File: config.mk
export PLATFORM = sky130hd
export DESIGN_NAME = dma_evt_sched
export DESIGN_NICKNAME = d
export VERILOG_FILES = /design/src/rtl/dma_evt_sched.sv
export SDC_FILE = /design/constraint.sdc
export NUM_CORES = 1
export LEC_CHECK = 0
export BUFFER_PORTS_ARGS = -buffer_cell sky130_fd_sc_hd__buf_2
export CORE_UTILIZATION = 55
export CTS_BUF_LIST = sky130_fd_sc_hd__clkbuf_16
export DETAILED_ROUTE_END_ITERATION = 12
export PLACE_DENSITY = 0.83
export SLEW_MARGIN = 5
export SYNTH_ARGS = -nofsm -noshare
export SYNTH_HDL_FRONTEND = slang
export SYNTH_SLANG_ARGS = --single-unit
export TNS_END_PERCENT = 1
File: constraint.sdc
create_clock -name clk -period 8.8 [get_ports clk]
set_input_delay 0.88 -clock clk [delete_from_list [all_inputs] [get_ports clk]]
set_output_delay 0.88 -clock clk [all_outputs]
set_load 0.02 [all_outputs]
File: src/rtl/dma_evt_sched.sv
module dma_evt_sched #(
  parameter int NCH = 4,
  parameter int CW  = 8,
  parameter int QD  = 16,
  localparam int CHW = (NCH > 1) ? $clog2(NCH) : 1
) (
  input  logic           clk,
  input  logic           rst_n,
  input  logic           cfg_we,
  input  logic [CHW-1:0] cfg_ch,
  input  logic [CW-1:0]  cfg_acnt,
  input  logic [CW-1:0]  cfg_bcnt,
  input  logic [CW-1:0]  cfg_ccnt,
  input  logic           cfg_ab,
  input  logic           cfg_link_en,
  input  logic [CHW-1:0] cfg_link_ch,
  input  logic [NCH-1:0] ev_in,
  input  logic [NCH-1:0] man_set,
  output logic           rq_valid,
  input  logic           rq_ready,
  output logic [CHW-1:0] rq_ch,
  output logic [1:0]     rq_kind,
  output logic           rq_last,
  output logic [CW-1:0]  rq_acnt,
  output logic [CW-1:0]  rq_bcnt,
  input  logic           cmp_valid,
  input  logic [CHW-1:0] cmp_ch,
  input  logic           cmp_last,
  output logic [NCH-1:0] cmp_int,
  output logic           err_int,
  output logic [NCH-1:0] miss_flag
);
  localparam int QAW = (QD > 1) ? $clog2(QD) : 1;
  localparam int EW  = CHW + 3 + 2 * CW;

  logic [CW-1:0]  a_q [NCH];
  logic [CW-1:0]  b_q [NCH];
  logic [CW-1:0]  brl_q [NCH];
  logic [CW-1:0]  c_q [NCH];
  logic [CHW-1:0] lnk_q [NCH];
  logic [NCH-1:0] ab_q, lnk_en_q, pend_q, miss_q;

  logic [EW-1:0]  mem [QD];
  logic [QAW-1:0] wp, rp;
  logic [QAW:0]   q_cnt;

  logic [NCH-1:0] link_vec, trig, svc, miss_now, cfg_clr;
  logic [CHW-1:0] sel;
  logic           q_full, sel_vld, push, pop;
  logic           z_a, z_b, z_c, is_null, is_dummy, s_last;
  logic [1:0]     s_kind;
  logic [CW-1:0]  s_bc;

  always_comb begin
    link_vec = '0;
    if (cmp_valid && lnk_en_q[cmp_ch]) link_vec[lnk_q[cmp_ch]] = 1'b1;
  end

  always_comb begin
    sel = '0;
    for (int i = NCH - 1; i >= 0; i--)
      if (pend_q[i]) sel = CHW'(i);
  end

  assign trig    = ev_in | man_set | link_vec;
  assign q_full  = (q_cnt == (QAW+1)'(QD));
  assign sel_vld = (|pend_q) && !q_full;
  assign svc     = sel_vld ? (NCH'(1) << sel) : '0;
  assign miss_now = pend_q & ~svc & trig;
  assign cfg_clr = cfg_we ? (NCH'(1) << cfg_ch) : '0;

  assign z_a      = (a_q[sel] == '0);
  assign z_b      = (b_q[sel] == '0);
  assign z_c      = (c_q[sel] == '0);
  assign is_null  = z_a && z_b && z_c;
  assign is_dummy = (z_a || z_b || z_c) && !is_null;
  assign s_kind   = is_dummy ? 2'd2 : (ab_q[sel] ? 2'd1 : 2'd0);
  assign s_bc     = ab_q[sel] ? brl_q[sel] : CW'(1);
  assign s_last   = !is_dummy && (c_q[sel] == CW'(1)) &&
                    (ab_q[sel] || (b_q[sel] == CW'(1)));
  assign push     = sel_vld && !is_null;
  assign pop      = rq_valid && rq_ready;

  always_ff @(posedge clk) begin
    if (!rst_n) begin
      pend_q   <= '0;
      miss_q   <= '0;
      ab_q     <= '0;
      lnk_en_q <= '0;
      err_int  <= 1'b0;
      cmp_int  <= '0;
      for (int i = 0; i < NCH; i++) begin
        a_q[i]   <= '0;
        b_q[i]   <= '0;
        brl_q[i] <= '0;
        c_q[i]   <= '0;
        lnk_q[i] <= '0;
      end
    end else begin
      pend_q  <= (pend_q & ~svc) | trig;
      miss_q  <= (miss_q | miss_now) & ~cfg_clr;
      err_int <= (sel_vld && is_null) || (|miss_now);
      cmp_int <= (cmp_valid && cmp_last) ? (NCH'(1) << cmp_ch) : '0;
      if (sel_vld && !is_null && !is_dummy) begin
        if (ab_q[sel]) begin
          c_q[sel] <= c_q[sel] - 1'b1;
        end else if (b_q[sel] == CW'(1)) begin
          b_q[sel] <= brl_q[sel];
          c_q[sel] <= c_q[sel] - 1'b1;
        end else begin
          b_q[sel] <= b_q[sel] - 1'b1;
        end
      end
      if (cfg_we) begin
        a_q[cfg_ch]      <= cfg_acnt;
        b_q[cfg_ch]      <= cfg_bcnt;
        brl_q[cfg_ch]    <= cfg_bcnt;
        c_q[cfg_ch]      <= cfg_ccnt;
        ab_q[cfg_ch]     <= cfg_ab;
        lnk_en_q[cfg_ch] <= cfg_link_en;
        lnk_q[cfg_ch]    <= cfg_link_ch;
      end
    end
  end

  always_ff @(posedge clk) begin
    if (!rst_n) begin
      wp    <= '0;
      rp    <= '0;
      q_cnt <= '0;
    end else begin
      if (push) wp <= wp + 1'b1;
      if (pop)  rp <= rp + 1'b1;
      q_cnt <= q_cnt + (QAW+1)'(push) - (QAW+1)'(pop);
    end
  end

  always_ff @(posedge clk)
    if (push) mem[wp] <= {sel, s_kind, s_last, a_q[sel], s_bc};

  assign rq_valid = (q_cnt != '0);
  assign {rq_ch, rq_kind, rq_last, rq_acnt, rq_bcnt} = mem[rp];
  assign miss_flag = miss_q;
endmodule

==> out/qor.csv <==
metric,value,unit
drt_wl_total,52.5,mm
yosysWarningCount,0,
die_w,200,um
cts_made_buffers,49,
pre_cts_ws,4080,ps
status,finished clean,
die_h,200,um
route.detailed.drc,0,
tightest_slew,1410,ps
ctsResizeCount,0,
critPathKind,reg2reg,
fmax,210,MHz
antenna_found_initial,0,
p_leak,8.25,nW
peakVddDrop,0.000178,V
rsz0062_at_grt,false,
fp-row-count,71,
reg2reg_depth,9,
synth_edf_count,472,
drv_cap,0,
synth_mux_area_share,12.1,%
dr.first_iter.drc_count,1505,
start_util,56.4,%
synth-simple-area-share,7.21,%
place_hpwl,32.3,mm
io_pins,77,
grt_start_max_net_pins,65,
mostFrequentLayoutCells,"edfxtp_1, nor2_1, mux4_2",
multi_input_area,6000,sq um
end_kind,flip-flop,
htreeDepth,2,
relSlewSlack,6.04,%
yosys.area.top_type_share,66.1,%
fin_ws,4030,ps
tns,0,ps
seq_area,14900,sq um
drtPass1Iterations,6,
critPathRequiredTime,9030,ps
avgSynthCellArea,16.4,sq um
port_buffers,76,
diodes,0,
cp_slowest_cell,nor2b_1,
finalHoldViolCount,0,
synth_seq_cells,510,
cts.sinks,510,
min_period,4770,ps
critical_path.max_fanout,47,
cts_setup_buffers,0,
fin_crit_sh,54.2,%
grt_pass1_wl,79.1,mm
vias,12625,
start_kind,flip-flop,
postSynth.asyncResetShare,0,%
viasPerCell,6.50,
cts.reportedPaths.clkPinSlew,60,ps
synth_compound_area_share,6.95,%
crit_path_frequent_cell,nor2_1,
synthAdderAreaFrac,0.968,%
fillers,2655,
yosysSeqAreaShare,69.6,%
crit_chain,"buf_4, nor2b_1, a222oi_1, o21ai_0, nor4_1, and3_1, nor3_1, nor2_1, nor2_1",
yosys.area.top_type,edfxtp_1,
slew_violations,0,
ys.flop_type,edfxtp_1,
dieArea,39800,sq um
synth_xor_area_share,0.694,%
ant_nets,0,
holdPathStages,2,
cts_hold_buf,0,
cts_tree,built,
power_density,276,nW/um^2
wl_per_cell,27.0,um
clock_skew,37.3,ps
syn2layout_area_growth,11.6,%
layout.nets,1455,
grtUsageTotal,27.5,%
ys_top_cells_by_area,"edfxtp_1, mux4_2, dfxtp_1, nor2_1, nand2_1",
synth_top_family_by_area,multiplexers,
grt_overflow,0,
coreArea,38000,sq um
drive_gt1_share,23.2,%
cpPeakStageDelay,990,ps
place_congestion,0.928,
clk_latency,590,ps
syn_nets,1367,
final_common_cell,edfxtp_1,
min_path_type,reg2reg,
synthCells,1305,
yosysUniqueCellTypes,81,
root_buffer,clkbuf_16,
finalSetupViolations,0,
cp.arrival,5000,ps
synth_area,21500,sq um
clockBufferDepth,3,
grt_pass1_vias,12876,
-- worst max-delay path: cells and delay by family (launching register included) --
family	cells	cell delay (ps)
AOI/OAI and AO/OA	2	470
buffers and inverters	1	440
DFF	1	320
and+or+nand+nor	6	3150
-- report_power, final --
part | internal, mW | switching [mW] | leakage, nW
Clock | 1.09 | 0.894 | 0.792
Sequential | 2.96 | 0.145 | 4.78
Combinational | 0.651 | 0.862 | 2.68
-- per-stage QoR --
step           hold WS, ps  utilization [%]  power, mW  cell area [sq um]  cells
2_1_floorplan          437                -       4.16              21500   1305
3_3_place_gp           450             59.0       4.61              22400   1853
3_5_place_dp           457             59.0       4.66              22400   1853
4_1_cts                477             63.0       6.62              23900   1943
5_1_grt                497             63.0       6.83              23900   1943
6_report               478             63.0       6.60              23900   1943
-- flip-flops by register name (all words and copies together), names as in the netlist, named ones only --
register,flops
mem,336
a_q,32
b_q,32
brl_q,32
c_q,32
lnk_q,8
q_cnt,5
ab_q,4
cmp_int,4
lnk_en_q,4
miss_flag,4
pend_q,4
rp,4
wp,4
err_int,1
-- routing by layer --
metal / global-route usage [%] / vias up / share of wire (%)
li1: - / 5334 / -
met1: 35.2 / 6367 / 37
met2: 47.3 / 792 / 51
met3: 4.73 / 132 / 9.2
met4: 9.73 / 0 / 3.2
met5: 0 / - / 0
-- cell families after synthesis --
kind of cell	after synthesis
flip-flops	510
XOR/XNOR	17
AO/OA/AOI/OAI	202
adder cells (fa/ha/maj)	16
multiplexers	124
AND/OR/NAND/NOR	311
buffers and inverters	125
-- path summary, 6_finish.rpt --
kind / from / to / slack [ps]
worst min-delay path: miss_flag[2] / miss_flag[2] / 480
worst max-delay path: pend_q[1] / mem[1][16] / 4030
worst max register to register: pend_q[1] / mem[1][16] / 4030
worst min register to register: miss_flag[2] / miss_flag[2] / 480
-- cell usage after synthesis, types with 4 or more instances --
cell	number
dfxtp_1	38
o22ai_1	23
o31ai_1	14
or3_1	4
a32o_1	6
nand4_1	6
nor3_1	13
xor2_1	8
o211ai_1	4
a221o_1	16
edfxtp_1	472
a32oi_1	5
a21o_1	5
a21oi_1	22
and2_1	7
buf_2	15
clkbuf_1	38
mux2i_1	14
ha_1	15
o21a_1	5
inv_1	48
o21ai_0	28
buf_4	5
nand2_1	81
mux4_2	108
nor4_1	5
nor2_1	114
a22oi_1	7
xnor2_1	9
and3_1	19
nand3_1	7
buf_1	14
o21ai_1	19
a221oi_1	4
nor2b_1	9
a22o_1	14
nand2b_1	19
-- final cells by class --
type	instances	area share [%]
Clock inverter	37	0.795
Timing Repair Buffer	112	2.72
Clock buffer	53	5.54
Tap cell	511	2.67
Inverter	50	0.784
Multi-Input combinational cell	670	25.1
Sequential cell	510	62.4
No activity file was read; power rests on OpenSTA's default activity.
